--- src/rtl/tmr_ocmp_pkg.sv ---
package tmr_ocmp_pkg;

   typedef enum logic [1:0] {
      ADDR_CTRL = 2'd0,
      ADDR_STAT = 2'd1,
      ADDR_CMPH = 2'd2,
      ADDR_CMPL = 2'd3
   } ocmp_addr_e;

   localparam int CTRL_LVL_BIT  = 0;
   localparam int CTRL_IE_BIT   = 1;
   localparam int STAT_FLAG_BIT = 0;

   typedef struct packed {
      logic wr_ctrl;
      logic rd_stat;
      logic wr_hi;
      logic wr_lo;
      logic acc_lo;
   } bus_dec_t;

endpackage

--- src/rtl/tmr_ocmp_prescale.sv ---
module tmr_ocmp_prescale #(
   parameter int PRE_DIV = 4
) (
   input  logic clk,
   input  logic rst_n,
   input  logic tick_i,
   output logic adv_o
);
   localparam int  DW       = (PRE_DIV > 2) ? $clog2(PRE_DIV) : 1;
   localparam bit  IS_POW2  = ((PRE_DIV & (PRE_DIV - 1)) == 0);

   generate
      if (PRE_DIV < 2) begin : g_bad_div
         $error("tmr_ocmp_prescale: PRE_DIV must be 2 or more");
      end

      if (IS_POW2) begin : g_pow2
         logic [DW-1:0] div_q;
         always_ff @(posedge clk or negedge rst_n) begin
            if (!rst_n)      div_q <= '0;
            else if (tick_i) div_q <= div_q + 1'b1;
         end
         assign adv_o = tick_i && (&div_q);
      end else begin : g_mod
         localparam logic [DW-1:0] LAST = DW'(PRE_DIV - 1);
         logic [DW-1:0] div_q;
         always_ff @(posedge clk or negedge rst_n) begin
            if (!rst_n)      div_q <= '0;
            else if (tick_i) div_q <= (div_q == LAST) ? '0 : div_q + 1'b1;
         end
         assign adv_o = tick_i && (div_q == LAST);
      end
   endgenerate
endmodule

--- src/rtl/tmr_ocmp_counter.sv ---
module tmr_ocmp_counter #(
   parameter int CNT_W    = 16,
   parameter int CNT_INIT = 0
) (
   input  logic             clk,
   input  logic             rst_n,
   input  logic             adv_i,
   output logic [CNT_W-1:0] cnt_o
);
   localparam logic [CNT_W-1:0] START = CNT_W'(CNT_INIT);

   generate
      if (CNT_W < 4) begin : g_bad_w
         $error("tmr_ocmp_counter: CNT_W must be 4 or more");
      end
   endgenerate

   always_ff @(posedge clk or negedge rst_n) begin
      if (!rst_n)     cnt_o <= START;
      else if (adv_i) cnt_o <= cnt_o + 1'b1;
   end
endmodule

--- src/rtl/tmr_ocmp_cmpreg.sv ---
module tmr_ocmp_cmpreg #(
   parameter int BUS_W = 8
) (
   input  logic               clk,
   input  logic               rst_n,
   input  logic               wr_hi_i,
   input  logic               wr_lo_i,
   input  logic [BUS_W-1:0]   wdata_i,
   output logic [2*BUS_W-1:0] cmp_o,
   output logic               inh_o
);
   logic [BUS_W-1:0] hi_q;
   logic [BUS_W-1:0] lo_q;

   // Compare bytes hold their contents through reset.
   always_ff @(posedge clk) begin
      if (wr_hi_i) hi_q <= wdata_i;
      if (wr_lo_i) lo_q <= wdata_i;
   end

   // High-byte write blocks matching until the low byte follows.
   always_ff @(posedge clk or negedge rst_n) begin
      if (!rst_n)       inh_o <= 1'b0;
      else if (wr_hi_i) inh_o <= 1'b1;
      else if (wr_lo_i) inh_o <= 1'b0;
   end

   assign cmp_o = {hi_q, lo_q};
endmodule

--- src/rtl/tmr_ocmp_flag.sv ---
module tmr_ocmp_flag #(
   parameter int CNT_W = 16
) (
   input  logic             clk,
   input  logic             rst_n,
   input  logic             adv_i,
   input  logic             inh_i,
   input  logic [CNT_W-1:0] cnt_i,
   input  logic [CNT_W-1:0] cmp_i,
   input  logic             rd_stat_i,
   input  logic             acc_lo_i,
   input  logic             lvl_i,
   output logic             flag_o,
   output logic             arm_o,
   output logic             pin_o
);
   logic hit;

   assign hit = adv_i && !inh_i && (cnt_i == cmp_i);

   // Setting has priority so a match is never lost to a clear.
   always_ff @(posedge clk or negedge rst_n) begin
      if (!rst_n)                     flag_o <= 1'b0;
      else if (hit)                   flag_o <= 1'b1;
      else if (acc_lo_i && arm_o)     flag_o <= 1'b0;
   end

   // One status read with the flag up permits one clearing access.
   always_ff @(posedge clk or negedge rst_n) begin
      if (!rst_n)                     arm_o <= 1'b0;
      else if (acc_lo_i)              arm_o <= 1'b0;
      else if (rd_stat_i && flag_o)   arm_o <= 1'b1;
   end

   always_ff @(posedge clk or negedge rst_n) begin
      if (!rst_n)   pin_o <= 1'b0;
      else if (hit) pin_o <= lvl_i;
   end
endmodule

--- src/rtl/tmr_ocmp_top.sv ---
module tmr_ocmp_top
   import tmr_ocmp_pkg::*;
#(
   parameter int BUS_W    = 8,
   parameter int PRE_DIV  = 4,
   parameter int CNT_INIT = 0
) (
   input  logic             clk,
   input  logic             rst_n,
   input  logic             tick_i,
   input  logic             bus_rd_i,
   input  logic             bus_wr_i,
   input  logic [1:0]       bus_addr_i,
   input  logic [BUS_W-1:0] bus_wdata_i,
   output logic [BUS_W-1:0] bus_rdata_o,
   output logic             ocmp_o,
   output logic             irq_o
);
   localparam int CNT_W = 2 * BUS_W;

   generate
      if (BUS_W < 2) begin : g_bad_bus
         $error("tmr_ocmp_top: BUS_W must be 2 or more");
      end
   endgenerate

   bus_dec_t         dec;
   logic             adv;
   logic [CNT_W-1:0] cnt;
   logic [CNT_W-1:0] cmp;
   logic             inh;
   logic             flag;
   logic             arm;
   logic             ctrl_lvl;
   logic             ctrl_ie;

   always_comb begin
      dec         = '0;
      dec.wr_ctrl = bus_wr_i && (bus_addr_i == ADDR_CTRL);
      dec.rd_stat = bus_rd_i && (bus_addr_i == ADDR_STAT);
      dec.wr_hi   = bus_wr_i && (bus_addr_i == ADDR_CMPH);
      dec.wr_lo   = bus_wr_i && (bus_addr_i == ADDR_CMPL);
      dec.acc_lo  = (bus_rd_i || bus_wr_i) && (bus_addr_i == ADDR_CMPL);
   end

   always_ff @(posedge clk or negedge rst_n) begin
      if (!rst_n) begin
         ctrl_lvl <= 1'b0;
         ctrl_ie  <= 1'b0;
      end else if (dec.wr_ctrl) begin
         ctrl_lvl <= bus_wdata_i[CTRL_LVL_BIT];
         ctrl_ie  <= bus_wdata_i[CTRL_IE_BIT];
      end
   end

   tmr_ocmp_prescale #(.PRE_DIV(PRE_DIV)) u_pre (
      .clk    (clk),
      .rst_n  (rst_n),
      .tick_i (tick_i),
      .adv_o  (adv)
   );

   tmr_ocmp_counter #(.CNT_W(CNT_W), .CNT_INIT(CNT_INIT)) u_cnt (
      .clk   (clk),
      .rst_n (rst_n),
      .adv_i (adv),
      .cnt_o (cnt)
   );

   tmr_ocmp_cmpreg #(.BUS_W(BUS_W)) u_cmp (
      .clk     (clk),
      .rst_n   (rst_n),
      .wr_hi_i (dec.wr_hi),
      .wr_lo_i (dec.wr_lo),
      .wdata_i (bus_wdata_i),
      .cmp_o   (cmp),
      .inh_o   (inh)
   );

   tmr_ocmp_flag #(.CNT_W(CNT_W)) u_flag (
      .clk       (clk),
      .rst_n     (rst_n),
      .adv_i     (adv),
      .inh_i     (inh),
      .cnt_i     (cnt),
      .cmp_i     (cmp),
      .rd_stat_i (dec.rd_stat),
      .acc_lo_i  (dec.acc_lo),
      .lvl_i     (ctrl_lvl),
      .flag_o    (flag),
      .arm_o     (arm),
      .pin_o     (ocmp_o)
   );

   assign irq_o = flag && ctrl_ie;

   always_comb begin
      bus_rdata_o = '0;
      if (bus_rd_i) begin
         case (bus_addr_i)
            ADDR_CTRL: begin
               bus_rdata_o[CTRL_LVL_BIT] = ctrl_lvl;
               bus_rdata_o[CTRL_IE_BIT]  = ctrl_ie;
            end
            ADDR_STAT: bus_rdata_o[STAT_FLAG_BIT] = flag;
            ADDR_CMPH: bus_rdata_o = cmp[CNT_W-1:BUS_W];
            default:   bus_rdata_o = cmp[BUS_W-1:0];
         endcase
      end
   end
endmodule

--- config.mk ---
export PLATFORM = sky130hd
export DESIGN_NAME = tmr_ocmp_top
export DESIGN_NICKNAME = d
export VERILOG_FILES = /design/src/rtl/tmr_ocmp_pkg.sv /design/src/rtl/tmr_ocmp_prescale.sv /design/src/rtl/tmr_ocmp_counter.sv /design/src/rtl/tmr_ocmp_cmpreg.sv /design/src/rtl/tmr_ocmp_flag.sv /design/src/rtl/tmr_ocmp_top.sv
export SDC_FILE = /design/constraint.sdc
export NUM_CORES = 1
export LEC_CHECK = 0
export ABC_AREA = 1
export BUFFER_PORTS_ARGS = -buffer_cell sky130_fd_sc_hd__buf_2
export CAP_MARGIN = 40
export CORE_ASPECT_RATIO = 0.75
export CORE_UTILIZATION = 55
export CTS_CLUSTER_DIAMETER = 120
export CTS_CLUSTER_SIZE = 16
export DETAILED_ROUTE_END_ITERATION = 12
export PLACE_DENSITY = 0.76
export SKIP_LAST_GASP = 1
export SLEW_MARGIN = 25
export SYNTH_ARGS = -nofsm -noshare
export SYNTH_HDL_FRONTEND = slang
export SYNTH_SLANG_ARGS = --single-unit
--- constraint.sdc ---
create_clock -name clk -period 1.6 [get_ports clk]
set_input_delay 0.24 -clock clk [delete_from_list [all_inputs] [get_ports clk]]
set_output_delay 0.24 -clock clk [all_outputs]
set_load 0.01 [all_outputs]
Yosys cells after proc, flatten, opt, wreduce, memory -nomap -nowiden
Cells that the tools add are included.
{"block": "classes", "eq_ne": 4, "muxes": 10, "reduce_logical": 19, "addsub": 2}
{"cell": "16-bit by 1-bit adder with 16-bit output (second input constant)", "n": 1}
{"cell": "16-bit equality test", "n": 1}
{"cell": "6-bit one-hot mux with 2 select lines", "n": 1}
{"cell": "1-bit logical AND", "n": 11}
{"cell": "8-bit 2-to-1 mux", "n": 1}
{"cell": "1-bit 2-to-1 mux", "n": 6}
{"cell": "1-bit one-hot mux with 3 select lines", "n": 2}
{"cell": "2-bit nonzero test", "n": 3}
{"cell": "2-bit equality test (second input constant)", "n": 2}
{"cell": "2-bit by 1-bit adder with 2-bit output (second input constant)", "n": 1}
{"cell": "2-bit by 1-bit equality test with 1-bit output (second input constant)", "n": 1}
{"cell": "2-bit zero test", "n": 1}
{"cell": "2-bit AND reduction", "n": 1}
{"cell": "2-bit OR reduction", "n": 1}
{"cell": "1-bit zero test", "n": 1}
{"cell": "1-bit logical OR", "n": 1}
{"block": "totals", "elab_cells": 45, "reg_bits": 40, "out_inout_bits": 10}

Logic depth before layout (Yosys ltp)
{"block": "logic_depth", "word_depth": 5, "depth_mapped": 9, "ltp_nobuf": 9}

By module
Synthesis repeated with hierarchy kept, for this count alone.
{"block": "hier_totals", "hier_cells": 277, "hier_area_um2": 2193.4}
{"module": "tmr_ocmp_counter", "seq_area_each_um2": 400.4, "area_each_um2": 813.3, "cells_per_inst": 97, "n_inst": 1}
{"module": "tmr_ocmp_cmpreg", "seq_area_each_um2": 505.5, "area_each_um2": 520.5, "cells_per_inst": 21, "n_inst": 1}
{"module": "tmr_ocmp_flag", "seq_area_each_um2": 75.1, "area_each_um2": 441.7, "cells_per_inst": 90, "n_inst": 1}
{"module": "tmr_ocmp_top", "seq_area_each_um2": 50.0, "area_each_um2": 317.8, "cells_per_inst": 56, "n_inst": 1}
{"module": "tmr_ocmp_prescale", "seq_area_each_um2": 50.0, "area_each_um2": 100.1, "cells_per_inst": 13, "n_inst": 1}

Least setup slack after synthesis
No wires, ideal clock.
{"block": "synth_path", "path_kind": "register to register", "start": "register u_pre.g_pow2.div_q[0]", "end": "register u_cnt.cnt_o[14]", "n_path_buf": 0, "t_required_ps": 1484, "period_less_slack_ps": 1375, "slack_ps": 225, "arrival_ps": 1258, "stages_incl_launch_ff": 9, "path_cell_list": "dfrtp_1 > ha_1 > nand2_4 > nor3_4 > nand3b_4 > nor2_4 > nand2_1 > nand2_1 > nand2_1"}
{"block": "synth_between", "elab_chain_len": 2}
{"element": "start: declaration", "line_no": "tmr_ocmp_prescale.sv:18", "text": "logic [DW-1:0] div_q;"}
{"element": "start signal: assignment", "line_no": "tmr_ocmp_prescale.sv:21", "text": "else if (tick_i) div_q <= div_q + 1'b1;"}
{"element": "2-bit AND reduction", "line_no": "tmr_ocmp_prescale.sv:23", "text": "assign adv_o = tick_i && (&div_q);"}
{"element": "1-bit logical AND", "line_no": "tmr_ocmp_prescale.sv:23"}
{"element": "end signal: assignment", "line_no": "tmr_ocmp_counter.sv:20", "text": "else if (adv_i) cnt_o <= cnt_o + 1'b1;"}
{"element": "end: declaration", "line_no": "tmr_ocmp_counter.sv:8", "text": "output logic [CNT_W-1:0] cnt_o"}
Every way passes these cells.
A chain may end at the register's enable or synchronous reset.

Final worst setup path
{"block": "layout_path", "start": "register u_cmp.hi_q[0]", "end": "output bus_rdata_o[0]"}
{"block": "layout_between", "elab_chain_len": 2}
{"element": "start: declaration", "line_no": "tmr_ocmp_cmpreg.sv:12", "text": "logic [BUS_W-1:0] hi_q;"}
{"element": "start signal: assignment", "line_no": "tmr_ocmp_cmpreg.sv:17", "text": "if (wr_hi_i) hi_q <= wdata_i;"}
{"element": "1-bit one-hot mux with 3 select lines", "line_no": "tmr_ocmp_top.sv:100", "text": "case (bus_addr_i)"}
{"element": "8-bit 2-to-1 mux", "line_no": "tmr_ocmp_top.sv:99", "text": "if (bus_rd_i) begin"}
{"element": "end: declaration", "line_no": "tmr_ocmp_top.sv:15", "text": "output logic [BUS_W-1:0] bus_rdata_o,"}
Every way passes these cells.

==> metrics.log <==
[metrics] arrival time worst endpoint: 1280 ps
[metrics] I/O pin cnt: 25
[metrics] via count of the first global-routing pass: 1383
[metrics] Sinks on Clock Net: 40
[metrics] final instance count without filler cells: 314
[metrics] slowest stage cell, crit path: edfxtp_1
[metrics] vertical extent of the die: 54.80 um
[metrics] clock buffers created by TritonCTS: 5
[metrics] Tightest Pin Transition: 565.6 ps
[metrics] required time reported for the critical path endpoint: 1360 ps
[metrics] Primary FF master, synth: dfrtp_1
[metrics] max-slew headroom at the worst pin: 62.29%
[metrics] antenna violations before repair: 0
[metrics] kind of path behind the tightest hold check: in -> reg
[metrics] sequential area share after synthesis: 52.88%
[metrics] worst-case vdd ir drop: 0.9754 mV
[metrics] Worst Setup End Kind: output port
[metrics] synthesis-stage register bit count: 40
[metrics] routed via count divided by cell count: 5.013
[metrics] maximum number of pins on one net before global-route repair: 25
[metrics] highest net fanout along the worst path: 2
[metrics] TritonCTS clock tree: built
[metrics] final max-slew violation count: 0
[metrics] # placed instances: 305
[metrics] total routed wire length on the met1 layer: 2112 um
[metrics] Detailed Route WL: 4263 um
[metrics] FFs w/ async S/R, synth: 60.00%
[metrics] synth top area cells: dfrtp_1 29%, edfxtp_1 24%, nand2_1 13%, inv_1 7.2%, xor2_1 5.1%
[metrics] top cell type's share of synthesized area: 29.38%
[metrics] routability congestion estimate: 0.9003
[metrics] Via Count: 1574
[metrics] most used standard cell by instance count after synthesis: nand2_1
[metrics] total nets after synthesis: 245
[metrics] worst reg2reg startpoint: u_pre.g_pow2.div_q[0]
[metrics] H-Tree Level Count: 2
[metrics] critical hold path startpoint: bus_wdata_i[3]
[metrics] Post-synth top cells: 73 x nand2_1, 39 x inv_1, 24 x dfrtp_1
[metrics] area added between synthesis and finish: 16.22%
[metrics] synthesized-area fraction occupied by ao, oa, aoi and oai cells: 5.386%
[metrics] starting utilization of the core area: 59.72%
[metrics] maxcap violations: 0
[metrics] total power after layout: 2686 uW
[metrics] clk_lat worst skew: 290 ps
[metrics] DR pass1 iterations: 4
[metrics] final clock period utilization by the worst path: 95.03%
[metrics] post-synthesis cell area: 2044 um^2
[metrics] die span in x: 72.40 um
[metrics] Final Critical Period: 1520 ps
[metrics] number of warnings issued by yosys: 0
[metrics] status: finished clean
[metrics] die outline area: 3968 um^2
[metrics] FP Rows: 18
[metrics] final setup violation count: 0
[metrics] post-synthesis instance total: 228
[metrics] kind of start point of the critical path: flip-flop
[metrics] average detailed-routed wire length per instance: 13.58 um
[metrics] Critical Path End: bus_rdata_o[0]
[metrics] global-route wire length before repair: 6775 um
[metrics] main combinational cell family by area after synthesis: simple AND/OR/NAND/NOR gates
[metrics] fraction of layout cells with a size suffix above 1: 17.05%
[metrics] Ant. Diodes: 0
[metrics] setup slack, reg-to-reg: 150 ps
[metrics] ordered cell list for the critical path: o21ai_0, nand3_1, o211ai_1, inv_1, buf_2
[metrics] post-synthesis mux area share: 1.652%
[metrics] number of enable flip-flop cells after synthesis: 16
[metrics] gr ovfl total: 0
[metrics] fraction of the mapped netlist area in simple logic gates: 25.28%
[metrics] f_max: 0.6577 GHz
[metrics] cell taking the most area after synthesis: dfrtp_1
[metrics] final clock skew: 6.193 ps
[metrics] detailed-routed wire length on met3: 283 um
[metrics] reg-to-reg critical path endpoint: u_cnt.cnt_o[15]
[metrics] number of cell instances on the worst register-to-register path: 8
[metrics] root buffer selected by CTS: clkbuf_8
[metrics] number of nets with antenna violations after routing: 0
[metrics] leakage power figure: 0.001269 uW
[metrics] post-synthesis share of cell area spent on xor and xnor gates: 6.426%
[metrics] number of failing hold endpoints at the final stage: 0
[metrics] Routed met2 length: 1824 um
[metrics] Global Route Usage Sum: 24.72%
[metrics] stage delay of the slowest cell on the critical path: 430 ps
[metrics] areal power density over the cells: 1130 nW/um^2
[metrics] count of buffers inserted at the top-level ports: 24
[metrics] setup_tns: 0 ps
[metrics] Avg Cell Area, Syn: 8.967 um^2
[metrics] area share of fa/ha/maj cells after synthesis: 1.224%
[metrics] HPWL Detailed: 3307 um
[metrics] category of the critical setup timing path: reg -> out
[metrics] standard cell core area: 3423 um^2
[metrics] Clock Path Buffers: 2
[metrics] remaining routing DRC violations: 0
[metrics] unique cell type count in the Yosys netlist: 26
[metrics] worst setup path startpoint: u_cmp.hi_q[0]
[metrics] DRT iter0 DRCs: 137
[metrics] nets@finish: 280
[metrics] highest layer used for signal routing: met4
[metrics] RSZ-0062 raised after global routing: no
[metrics] clock slew at the register clock pins of the worst setup and hold paths: 70 ps
-- placed cells by master, fill, tap and decap left out, drive strengths merged --
master / n
inv: 39
nor3: 5
xor2: 12
o211ai: 1
nand3: 8
buf: 27
nand2: 74
ha: 2
edfxtp: 16
dlygate4sd3: 1
o21ai: 4
o221ai: 1
nor2: 19
clkbuf: 6
mux2: 3
o32ai: 4
nand3b: 3
clkinv: 1
xnor2: 3
a21oi: 4
o22ai: 3
dfrtp: 24
bufinv: 1
nand4: 3
-- stage by stage --
| stage | hold slack [ps] | setup WS, ps | cell area [um^2] | utilization, % |
|---|---|---|---|---|
| floorplan | -55.59 | 225.1 | 2044 | - |
| global placement | 259.6 | 147.6 | 2250 | 65.72 |
| detailed placement | 264.7 | 109.5 | 2250 | 65.72 |
| CTS | 126.3 | 79.66 | 2367 | 69.15 |
| global route | 120.3 | 1.387 | 2376 | 69.41 |
| finish | 135.3 | 79.58 | 2376 | 69.41 |
-- report_power, final --
part | switching, uW | internal [uW] | total (uW) | leakage, uW
sequential | 141 | 1210 | 1350 | 0.000429
combinational | 327 | 209 | 536 | 0.000785
clock | 338 | 463 | 801 | 0.0000552
total | 806 | 1880 | 2690 | 0.00127
-- registers in the layout, indices dropped and copies added (netlist names) --
register            count
u_cmp.lo_q              8
ctrl_ie                 1
u_flag.pin_o            1
u_cmp.hi_q              8
u_pre.g_pow2.div_q      2
u_cnt.cnt_o            16
ctrl_lvl                1
u_flag.arm_o            1
u_cmp.inh_o             1
u_flag.flag_o           1
-- logic make-up after synthesis --
group | count (synthesis)
mux | 3
xor+xnor | 15
compound gates | 17
buf+inv | 39
flops | 40
simple gates | 112
fa+ha+maj | 2
-- area by class of cell --
type,count,area (um^2)
Clock buffer,6,72.57
Clock inverter,2,35.03
Fill cell,272,1047
Inverter,39,146.4
Multi-Input combinational cell,149,825.8
Sequential cell,40,1081
Tap cell,50,62.56
Timing Repair Buffer,28,152.6
-- critical path, delay by kind of cell (launching register included) --
family                 cells  cell delay, ps
flip-flops                 1             430
buffers and inverters      2             180
AND/OR/NAND/NOR            1             100
AO/OA/AOI/OAI              2             270
-- repair_timing --
action,CTS,global route
buffers inserted,0,0
hold endpoints to repair,24,0
setup endpoints to repair,0,2
hold buffers,1,0
resized for setup,0,1
-- worst min path at each step --
stage | endpoint | slack, ps | cells past startpoint
floorplan | ctrl_ie | -60 | 0
global placement | u_cnt.cnt_o[12] | 260 | 1
detailed placement | u_cnt.cnt_o[6] | 260 | 1
CTS | u_cmp.lo_q[3] | 130 | 1
global route | u_cmp.hi_q[3] | 120 | 1
finish | u_cmp.lo_q[3] | 140 | 1
-- routing by layer --
layer	global-route usage, %	vias to the layer above
met3	7.182	5
met4	10.46	0
li1	-	796
met1	34.32	718
met2	36.45	55
met5	0	-
Note: power is estimated with default switching activity, not from simulation.
